## src/rtl/cache_pkg.sv

```systemverilog
package cache_pkg;
  typedef enum logic [1:0] {ST_IDLE, ST_LOOK, ST_FILL, ST_RESP} cache_state_e;
  localparam int          RNG_W    = 8;
  localparam logic [7:0]  RNG_TAPS = 8'hB8;
  localparam logic [7:0]  RNG_SEED = 8'h01;
endpackage

```

## src/rtl/cache_lfsr.sv

```systemverilog
module cache_lfsr #(
  parameter int         W    = 8,
  parameter logic [W-1:0] TAPS = '1,
  parameter logic [W-1:0] SEED = 1
)(
  input  logic         clk,
  input  logic         rst_n,
  input  logic         step,
  output logic [W-1:0] state
);
  always_ff @(posedge clk or negedge rst_n) begin
    if (!rst_n)    state <= SEED;
    else if (step) state <= {state[W-2:0], ^(state & TAPS)};
  end
endmodule

```

## src/rtl/cache_lookup.sv

```systemverilog
module cache_lookup #(
  parameter int WAYS  = 2,
  parameter int TAG_W = 4,
  parameter int WAY_W = 1
)(
  input  logic [WAYS-1:0]  way_valid,
  input  logic [TAG_W-1:0] way_tag [WAYS],
  input  logic [TAG_W-1:0] want_tag,
  output logic             hit,
  output logic [WAY_W-1:0] hit_way,
  output logic             free_any,
  output logic [WAY_W-1:0] free_way
);
  logic [WAYS-1:0] match;

  for (genvar w = 0; w < WAYS; w++) begin : g_cmp
    assign match[w] = way_valid[w] && (way_tag[w] == want_tag);
  end

  // descending scan so the lowest index wins
  always_comb begin
    hit      = |match;
    hit_way  = '0;
    free_any = 1'b0;
    free_way = '0;
    for (int w = WAYS - 1; w >= 0; w--) begin
      if (match[w]) hit_way = WAY_W'(w);
      if (!way_valid[w]) begin
        free_any = 1'b1;
        free_way = WAY_W'(w);
      end
    end
  end
endmodule

```

## src/rtl/cache_stats.sv

```systemverilog
module cache_stats #(
  parameter int CNT_W = 16,
  parameter int N     = 4
)(
  input  logic             clk,
  input  logic             rst_n,
  input  logic [N-1:0]     bump,
  output logic [CNT_W-1:0] count [N]
);
  for (genvar i = 0; i < N; i++) begin : g_cnt
    always_ff @(posedge clk or negedge rst_n) begin
      if (!rst_n)       count[i] <= '0;
      else if (bump[i]) count[i] <= count[i] + 1'b1;
    end
  end
endmodule

```

## src/rtl/wt_cache.sv

```systemverilog
module wt_cache
  import cache_pkg::*;
#(
  parameter int LINES     = 8,
  parameter int WAYS      = 2,
  parameter int BLOCKS    = 16,
  parameter int BLK_BYTES = 16,
  parameter int DATA_W    = 8,
  parameter int CNT_W     = 16
)(
  input  logic                                          clk,
  input  logic                                          rst_n,
  input  logic                                          req_valid,
  output logic                                          req_ready,
  input  logic                                          req_write,
  input  logic [$clog2(BLOCKS)-1:0]                     req_block,
  input  logic [$clog2(BLK_BYTES)-1:0]                  req_offset,
  input  logic [DATA_W-1:0]                             req_wdata,
  output logic                                          rsp_valid,
  input  logic                                          rsp_ready,
  output logic [DATA_W-1:0]                             rsp_rdata,
  output logic                                          rsp_hit,
  output logic [$clog2(BLOCKS)+$clog2(BLK_BYTES)-1:0]   mem_addr,
  input  logic [DATA_W-1:0]                             mem_rdata,
  output logic                                          mem_we,
  output logic [DATA_W-1:0]                             mem_wdata,
  output logic [CNT_W-1:0]                              rd_hit_cnt,
  output logic [CNT_W-1:0]                              rd_miss_cnt,
  output logic [CNT_W-1:0]                              wr_hit_cnt,
  output logic [CNT_W-1:0]                              wr_miss_cnt
);
  localparam int BLK_W  = $clog2(BLOCKS);
  localparam int OFF_W  = $clog2(BLK_BYTES);
  localparam int SETS   = LINES / WAYS;
  localparam int SET_W  = (SETS > 1)  ? $clog2(SETS)  : 1;
  localparam int WAY_W  = (WAYS > 1)  ? $clog2(WAYS)  : 1;
  localparam int LINE_W = (LINES > 1) ? $clog2(LINES) : 1;

  cache_state_e      state_q;
  logic              wr_q, filled_q, rsp_hit_q;
  logic [BLK_W-1:0]  blk_q;
  logic [OFF_W-1:0]  off_q, beat_q;
  logic [DATA_W-1:0] wdata_q, rsp_data_q;
  logic [WAY_W-1:0]  fill_way_q;
  logic [LINES-1:0]  valid_q;
  logic [BLK_W-1:0]  tag_q  [LINES];
  logic [DATA_W-1:0] data_q [LINES][BLK_BYTES];

  function automatic logic [LINE_W-1:0] line_of(input logic [SET_W-1:0] s, input int w);
    return LINE_W'(32'(s) * WAYS + w);
  endfunction

  // set selection: block number modulo set count
  logic [SET_W-1:0] set_idx;
  assign set_idx = SET_W'(32'(blk_q) % SETS);

  logic [WAYS-1:0]  set_valid;
  logic [BLK_W-1:0] set_tag [WAYS];
  always_comb begin
    for (int w = 0; w < WAYS; w++) begin
      set_valid[w] = valid_q[line_of(set_idx, w)];
      set_tag[w]   = tag_q[line_of(set_idx, w)];
    end
  end

  logic             hit, free_any;
  logic [WAY_W-1:0] hit_way, free_way, rand_way, victim_way;
  logic [RNG_W-1:0] rng;

  cache_lookup #(.WAYS(WAYS), .TAG_W(BLK_W), .WAY_W(WAY_W)) u_lookup (
    .way_valid(set_valid), .way_tag(set_tag), .want_tag(blk_q),
    .hit(hit), .hit_way(hit_way), .free_any(free_any), .free_way(free_way)
  );

  logic look, look_miss, write_hit, fill_last;
  assign look      = (state_q == ST_LOOK);
  assign look_miss = look && !hit;
  assign write_hit = look && hit && wr_q;
  assign fill_last = (state_q == ST_FILL) && (beat_q == OFF_W'(BLK_BYTES - 1));

  cache_lfsr #(.W(RNG_W), .TAPS(RNG_TAPS), .SEED(RNG_SEED)) u_rng (
    .clk(clk), .rst_n(rst_n), .step(look_miss && !free_any), .state(rng)
  );

  if (WAYS == 1) begin : g_dm
    assign rand_way = '0;
  end else begin : g_assoc
    assign rand_way = rng[WAY_W-1:0];
  end
  assign victim_way = free_any ? free_way : rand_way;

  logic [LINE_W-1:0] hit_line, fill_line, victim_line;
  assign hit_line    = line_of(set_idx, int'(hit_way));
  assign fill_line   = line_of(set_idx, int'(fill_way_q));
  assign victim_line = line_of(set_idx, int'(victim_way));

  // control and valid state
  always_ff @(posedge clk or negedge rst_n) begin
    if (!rst_n) begin
      state_q    <= ST_IDLE;
      valid_q    <= '0;
      filled_q   <= 1'b0;
      wr_q       <= 1'b0;
      blk_q      <= '0;
      off_q      <= '0;
      wdata_q    <= '0;
      beat_q     <= '0;
      fill_way_q <= '0;
      rsp_data_q <= '0;
      rsp_hit_q  <= 1'b0;
    end else begin
      unique case (state_q)
        ST_IDLE: if (req_valid) begin
          wr_q     <= req_write;
          blk_q    <= req_block;
          off_q    <= req_offset;
          wdata_q  <= req_wdata;
          filled_q <= 1'b0;
          state_q  <= ST_LOOK;
        end
        ST_LOOK: if (hit) begin
          rsp_data_q <= wr_q ? wdata_q : data_q[hit_line][off_q];
          rsp_hit_q  <= !filled_q;
          state_q    <= ST_RESP;
        end else begin
          fill_way_q           <= victim_way;
          beat_q               <= '0;
          valid_q[victim_line] <= 1'b0;
          state_q              <= ST_FILL;
        end
        ST_FILL: begin
          beat_q <= beat_q + 1'b1;
          if (fill_last) begin
            valid_q[fill_line] <= 1'b1;
            filled_q           <= 1'b1;
            state_q            <= ST_LOOK;
          end
        end
        ST_RESP: if (rsp_ready) state_q <= ST_IDLE;
        default: state_q <= ST_IDLE;
      endcase
    end
  end

  // line storage: no reset, guarded by valid_q
  always_ff @(posedge clk) begin
    if (look_miss) tag_q[victim_line] <= blk_q;
    if (state_q == ST_FILL) data_q[fill_line][beat_q] <= mem_rdata;
    if (write_hit) data_q[hit_line][off_q] <= wdata_q;
  end

  assign req_ready = (state_q == ST_IDLE);
  assign rsp_valid = (state_q == ST_RESP);
  assign rsp_rdata = rsp_data_q;
  assign rsp_hit   = rsp_hit_q;
  assign mem_addr  = {blk_q, (state_q == ST_FILL) ? beat_q : off_q};
  assign mem_we    = write_hit;
  assign mem_wdata = wdata_q;

  // counters: only the first lookup of a command is counted
  logic             first_look;
  logic [3:0]       bump;
  logic [CNT_W-1:0] cnt [4];
  assign first_look = look && !filled_q;
  assign bump = {first_look && !hit &&  wr_q,
                 first_look &&  hit &&  wr_q,
                 first_look && !hit && !wr_q,
                 first_look &&  hit && !wr_q};

  cache_stats #(.CNT_W(CNT_W), .N(4)) u_stats (
    .clk(clk), .rst_n(rst_n), .bump(bump), .count(cnt)
  );
  assign rd_hit_cnt  = cnt[0];
  assign rd_miss_cnt = cnt[1];
  assign wr_hit_cnt  = cnt[2];
  assign wr_miss_cnt = cnt[3];
endmodule

```

## config.mk

```make
export PLATFORM = sky130hd
export DESIGN_NAME = wt_cache
export DESIGN_NICKNAME = d
export VERILOG_FILES = /design/src/rtl/cache_pkg.sv /design/src/rtl/cache_lfsr.sv /design/src/rtl/cache_lookup.sv /design/src/rtl/cache_stats.sv /design/src/rtl/wt_cache.sv
export SDC_FILE = /design/constraint.sdc
export NUM_CORES = 1
export LEC_CHECK = 0
export ABC_AREA = 1
export BUFFER_PORTS_ARGS = -buffer_cell sky130_fd_sc_hd__buf_2
export CORE_MARGIN = 2
export CORE_UTILIZATION = 55
export CTS_BUF_LIST = sky130_fd_sc_hd__clkbuf_8
export CTS_CLUSTER_DIAMETER = 40
export DETAILED_ROUTE_END_ITERATION = 6
export GPL_ROUTABILITY_DRIVEN = 1
export MAX_ROUTING_LAYER = met4
export PLACE_DENSITY = 0.74
export SLEW_MARGIN = 20
export SYNTH_ARGS = -nofsm -noshare
export SYNTH_HDL_FRONTEND = slang
export SYNTH_SLANG_ARGS = --single-unit
```

## constraint.sdc

```tcl
create_clock -name clk -period 10.5 [get_ports clk]
set_input_delay 1.575 -clock clk [delete_from_list [all_inputs] [get_ports clk]]
set_output_delay 1.575 -clock clk [all_outputs]
set_load 0.01 [all_outputs]
```

## After elaboration in Yosys (flattened, before gate mapping)

Memories as Yosys holds them, arrays and structs flattened.
Index checks and enable logic that the tools add are counted.

| cells by class | value |
|---|---|
| add/sub/neg operators | 9 |
| reduce and logical (&&, ||, !) cells | 35 |
| order comparisons | 10 |
| mux-type cells | 45 |
| bitwise logic cells | 6 |
| equality and inequality tests | 10 |

Operators with widths:

| kind | number |
|---|---|
| 128-bit two-way mux | 4 |
| 128-bit OR reduction | 1 |
| 16-bit by 1-bit adder with 16-bit output (second input constant) | 4 |
| 8-bit demux with 4-bit select | 2 |
| 8-bit two-way mux | 7 |
| 8-bit binary-select mux with 4-bit select | 1 |
| 1-bit logical AND | 18 |
| 1-bit two-way mux | 17 |
| 3-bit by 4-bit < comparator with 1-bit output (second input constant) | 4 |
| 8-bit one-hot mux with 2 select lines | 1 |
| 5-bit greater-or-equal comparator (second input constant) | 2 |
| 5-bit by 1-bit < comparator with 1-bit output (second input constant) | 2 |
| 4-bit NOT with 5-bit output | 2 |
| 3-bit by 1-bit adder with 3-bit output | 3 |
| 3-bit AND reduction | 3 |
| 8-bit AND | 1 |
| 4-bit == test | 2 |
| 4-bit two-way mux | 2 |
| 8-bit NOT | 1 |
| 8-bit OR | 1 |
| 2-bit one-hot mux with 4 select lines | 1 |
| 4-bit one-hot mux with 2 select lines | 1 |
| 2-bit AND reduction | 4 |
| 8-bit XOR reduction | 1 |
| 19 further kinds | 30 |

| storage, ports and cells | value |
|---|---|
| memory bits (writable) | 1056 |
| memories kept | 2 |
| bits of input ports | 29 |
| flip-flop bits (word level) | 114 |
| logic and storage cells | 133 |

Memories:

| memory | words | bits a word | rd ports | clocked after Yosys merged registers in | wr ports | RTL line | text |
|---|---|---|---|---|---|---|---|
| data_q | 8 | 128 | 1 | 0 | 1 | wt_cache.sv:47 | `logic [DATA_W-1:0] data_q [LINES][BLK_BYTES];` |
| tag_q | 8 | 4 | 2 | 0 | 1 | wt_cache.sv:46 | `logic [BLK_W-1:0] tag_q [LINES];` |

## Longest topological paths before layout

| depth | value |
|---|---|
| depth in word-level cells | 15 |
| depth in mapped cells | 25 |
| mapped depth without buffers | 21 |

## Modules after synthesis

From an unflattened synthesis, not the netlist that was laid out.

| second synthesis, totals | value |
|---|---|
| cell total of the unflattened synthesis | 5102 |
| area total of the unflattened synthesis | 51300.5 um2 |

Modules (own cells, without submodules):

| module | area each (um2) | cells each | instances |
|---|---|---|---|
| wt_cache | 47548.1 | 4641 | 1 |
| cache_stats | 3220.6 | 378 | 1 |
| cache_lfsr | 366.6 | 46 | 1 |
| cache_lookup | 165.2 | 37 | 1 |

## Least setup slack after synthesis

OpenSTA, ideal clock, no wires.

| timing path | value |
|---|---|
| path type | register -> register |
| from | register blk_q[0] |
| to | memory data_q[0][0] (netlist bit) (data pin) |
| path buffers | 4 |
| data arrival time | 7.249 ns |
| cell stages (with the launch flop) | 17 |
| slack | 2.053 ns |
| data required time | 9.303 ns |
| library setup time | 1.197 ns |
| cell sequence | dfrtp_1 > buf_4 > inv_2 > buf_6 > nand2_1 > nand2_1 > nand2_1 > nand2_1 > a21oi_1 > nand2_1 > o21ai_2 > nand2_2 > nor2_4 > inv_1 > clkbuf_1 > clkbuf_1 > o21ai_0 |

| between the ends | value |
|---|---|
| cells in the longest elaborated chain, start to end | 11 |
| elaborated cells between the ends (all ways) | 17 |

RTL lines:

| item | RTL line | text |
|---|---|---|
| start, declared | wt_cache.sv:41 | `logic [BLK_W-1:0] blk_q;` |
| start signal, assigned | wt_cache.sv:115 | `blk_q <= req_block;` |
| 3-bit by 1-bit adder with 3-bit output | wt_cache.sv:50 | `return LINE_W'(32'(s) * WAYS + w);` |
| memory 8 x 4 bit / 1-bit binary-select mux with 3-bit select (equally long branches) | n/a |  |
| 4-bit == test / 1-bit two-way mux (equally long branches) | cache_lookup.sv:17, wt_cache.sv:61 |  |
| 1-bit logical AND | cache_lookup.sv:17 | `assign match[w] = way_valid[w] && (way_tag[w] == want_tag);` |
| 2-bit OR reduction (*) | cache_lookup.sv:22 | `hit = \|match;` |
| 1-bit logical AND (*) (2 in series) | wt_cache.sv:78 | `assign write_hit = look && hit && wr_q;` |
| net mem_we | wt_cache.sv:25 | `output logic mem_we,` |
| 1-bit two-way mux (*) | wt_cache.sv:149 | `if (write_hit) data_q[hit_line][off_q] <= wdata_q;` |
| 128-bit two-way mux (implied by the code) (*) | wt_cache.sv:149 |  |
| 128-bit OR reduction (no line) (*) | n/a |  |
| 128-bit two-way mux (no line) (*) | n/a |  |
| end, declared | wt_cache.sv:47 |  |

Mark *: on every way through the listed nets, which the timed path passes. The rest lies on a longest branch. The select of a mux whose other input is x is not followed.

## Final worst setup path

| timing path | value |
|---|---|
| from | register blk_q[0] |
| to | memory data_q[1][72] (netlist bit) (data pin) |

| between the ends | value |
|---|---|
| cells in the longest elaborated chain, start to end | 11 |
| elaborated cells between the ends (all ways) | 17 |

RTL lines:

| item | RTL line |
|---|---|
| 3-bit by 1-bit adder with 3-bit output | wt_cache.sv:50 |
| memory 8 x 4 bit / 1-bit binary-select mux with 3-bit select (equally long branches) | n/a |
| 4-bit == test / 1-bit two-way mux (equally long branches) | cache_lookup.sv:17, wt_cache.sv:61 |
| 1-bit logical AND | cache_lookup.sv:17 |
| 2-bit OR reduction (*) | cache_lookup.sv:22 |
| 1-bit logical AND (*) (2 in series) | wt_cache.sv:78 |
| 1-bit two-way mux (*) | wt_cache.sv:149 |
| 128-bit two-way mux (implied by the code) (*) | wt_cache.sv:149 |
| 128-bit OR reduction (no line) (*) | n/a |
| 128-bit two-way mux (no line) (*) | n/a |

Mark *: on every way between the ends. The rest lies on a longest branch, timed or not. The select of a mux whose other input is x is not followed.

==> reports/metrics.yaml <==
critical_path:
  max_stage_delay_ps: 950
  worstPathArrival_ps: 7310
  worstPathRequired_ps: 10990
  worstPathMaxFanout: 134
  end_kind: "flip-flop"
  rrSetupSlack_ps: 3680
  cp-start-kind: "flip-flop"
  crit_type: "flip-flop to flip-flop"
  critical_path_buf_inv_count: 6
  cp_cell_sequence: "inv_2 -> nor2_4 -> buf_12 -> a21oi_1 -> nand2_1 -> nand2_1 -> inv_1 -> nand3_4 -> o21ai_2 -> nand2_2 -> nor2_4 -> clkinv_1 -> buf_4 -> o21ai_4 -> buf_4"
  worst_path_max_delay_cell: "buf_4"
  r2r_start: "blk_q[0]$_DFFE_PN0P_"
  crit_family: "buffers and inverters"
  r2r-end: "data_q[1][72]$_DFFE_PP_"
  r2r_cells: 15
placed_design:
  gp_congestion: 0.920
  dpl.hpwl_um: 74400
  io_buffers: 120
  dp_cells: 5970
sta:
  hold_viol: 0
  setup_viol: 0
  rsz0062_at_grt: "no"
  min_period_over_period_pct: 65.0
  final.setup.tns_ps: 0
  slew_headroom_pct: 15.9
  fin_crit_ps: 6820
  worst_pin_slew_ps: 1260
  drv_slew: 0
  skew_ps: 48.0
  timing.fmax_mhz: 147
clock_network:
  postCtsResizedCells: 0
  htreeDepth: 4
  numCtsBuffers: 182
  cts_sinks: 1170
  clkTransAtPathRegs_ps: 60
  cts_setup_buffers: 0
  clk_latency_ps: 880
  cts_buffer_depth: 3
  holdBufCountCts: 0
  cts_tree: "built"
  root_buffer: "clkbuf_8"
power:
  max-vdd-ir-drop_mv: 0.162
  power_w: 0.0114
  power_leakage_nw: 23.6
  p_per_area_mw_per_mm2: 201
synth:
  synth.most_common_cell: "edfxtp_1"
  synth_ff_type: "edfxtp_1"
  yosys-top-cells-area: "edfxtp_1 61%, nand2_1 7.5%, nand3b_1 5.7%"
  netlist.area_leader.share_pct: 61.4
  async_flop_share_pct: 9.74
  netlist_area_mm2: 0.0516
  yosysWarnings: 0
  synth_cells: 4813
  avgSynthCellArea_um2: 10.7
  synth_commonest_cells: "1056 x edfxtp_1, 1028 x nand2_1, 673 x inv_1"
  ys_ff_latch: 1170
  syn_nets: 4850
  ys_types: 47
  synth_area_leader_cell: "edfxtp_1"
  synth-edff-count: 1056
  ys_seq_area_share_pct: 66.9
hold_path:
  hold_class: "flip-flop to flip-flop"
  min_from: "u_stats.count[31]$_DFFE_PN0P_"
  whs_endpoint: "u_stats.count[31]$_DFFE_PN0P_"
  hold_depth: 1
drt:
  vias: 35200
  drt_pass1_iterations: 6
  antenna_left: 0
  wirelength_um: 130000
  drcViolationCount: 0
  routed_via_density: 5.58
  drt_iter0_markers: 4184
  avgRoutedWirePerCell_um: 20.6
grt:
  grt_pass1_wl_um: 197000
  grt_overflow_total: 0
  grt_usage_pct: 27.9
  grt_start_max_net_pins: 208
  grt_pass1_vias: 33700
  antenna_found_initial: 3
layout:
  fin_util_pct: 60.7
  nets: 4939
  drive_gt1_share_pct: 8.68
  area_delta_synth_final_pct: 9.61
  finalNonFillerCells: 6304
run_status:
  status: "complete, no violations"
die:
  die_w_um: 310
  start_util_pct: 55.4
  design.die.area_mm2: 0.0964
  pin_count: 121
  rows: 112
  core-area_mm2: 0.0932
  die_h_um: 310
job:
  cap_violations: 0
## cell usage in the layout, fill, tap and decap left out, types with 4 or more instances in the layout
cell type,instances
nor2_1,308
clkinv_1,35
dfrtp_1,113
xor2_1,34
a21oi_1,7
inv_12,6
clkbuf_8,189
nor2_4,4
o21ai_0,52
o21ai_4,8
a31oi_1,15
edfxtp_1,1056
o21ai_1,168
nand2_2,7
buf_4,40
nor2_2,6
nor3_1,24
buf_12,5
inv_2,4
nand3_1,572
clkinv_2,14
nand3b_1,392
buf_2,119
nand2_1,1027
inv_1,746
nand4_1,13
xnor2_1,25
ha_1,8
## final cells by class
class / instances / area [um2]
Tap cell: 1254 / 1570
Multi-Input combinational cell: 2700 / 13400
Clock buffer: 189 / 2600
Clock inverter: 140 / 782
Inverter: 680 / 2560
Fill cell: 7346 / 36600
Timing Repair Buffer: 168 / 1090
Antenna cell: 3 / 7.51
Sequential cell: 1170 / 34600
## cell families after synthesis
logic type,Yosys count,share of synthesized area [%]
buffers and inverters,943,7.32
AOI/OAI and AO/OA,265,2.69
xor gates and xnor gates,59,1.00
and+or+nand+nor,2368,21.9
DFF,1170,66.9
adders and majority gates,8,0.194
## layer usage
layer / GRT usage (%) / share of wire [%]
met3: 5.59 / 9.6
met5: - / 0
met2: 43.3 / 47
met1: 35.9 / 39
met4: 12.1 / 3.9
## sequential cells by signal (all words and copies together) (netlist names), 2 cells and up
name	cells
u_stats.count	64
valid_q	8
state_q	2
mem_wdata	8
beat_q	4
u_rng.state	8
blk_q	4
data_q	1024
tag_q	32
rsp_rdata	8
off_q	4
## how the worst max path moves through the flow
| stage | startpoint | end | slack (ps) | depth (start not counted) |
|---|---|---|---|---|
| 2_1_floorplan | blk_q[0]$_DFFE_PN0P_ | data_q[0][0]$_DFFE_PP_ | 2050 | 16 |
| 3_3_place_gp | blk_q[0]$_DFFE_PN0P_ | data_q[0][99]$_DFFE_PP_ | 3680 | 15 |
| 3_5_place_dp | blk_q[0]$_DFFE_PN0P_ | data_q[3][110]$_DFFE_PP_ | 3720 | 15 |
| 4_1_cts | blk_q[0]$_DFFE_PN0P_ | data_q[7][38]$_DFFE_PP_ | 3700 | 15 |
| 5_1_grt | blk_q[0]$_DFFE_PN0P_ | data_q[1][48]$_DFFE_PP_ | 3170 | 15 |
| 6_report | blk_q[0]$_DFFE_PN0P_ | data_q[1][72]$_DFFE_PP_ | 3680 | 15 |
## per-stage QoR
stage / hold WS, ps / instance area [um2] / setup WS [ps]
6_report: 466 / 56600 / 3680
2_1_floorplan: 442 / 51600 / 2050
3_3_place_gp: 451 / 53100 / 3680
5_1_grt: 489 / 56600 / 3170
3_5_place_dp: 461 / 53100 / 3720
4_1_cts: 475 / 56500 / 3700
## power by group
group / switching, W / internal [W] / total [W]
logic: 0.00189 / 0.000582 / 0.00247
registers: 0.000104 / 0.00521 / 0.00531
clock network: 0.00181 / 0.00177 / 0.00358
(Power assumes the default switching activity.)
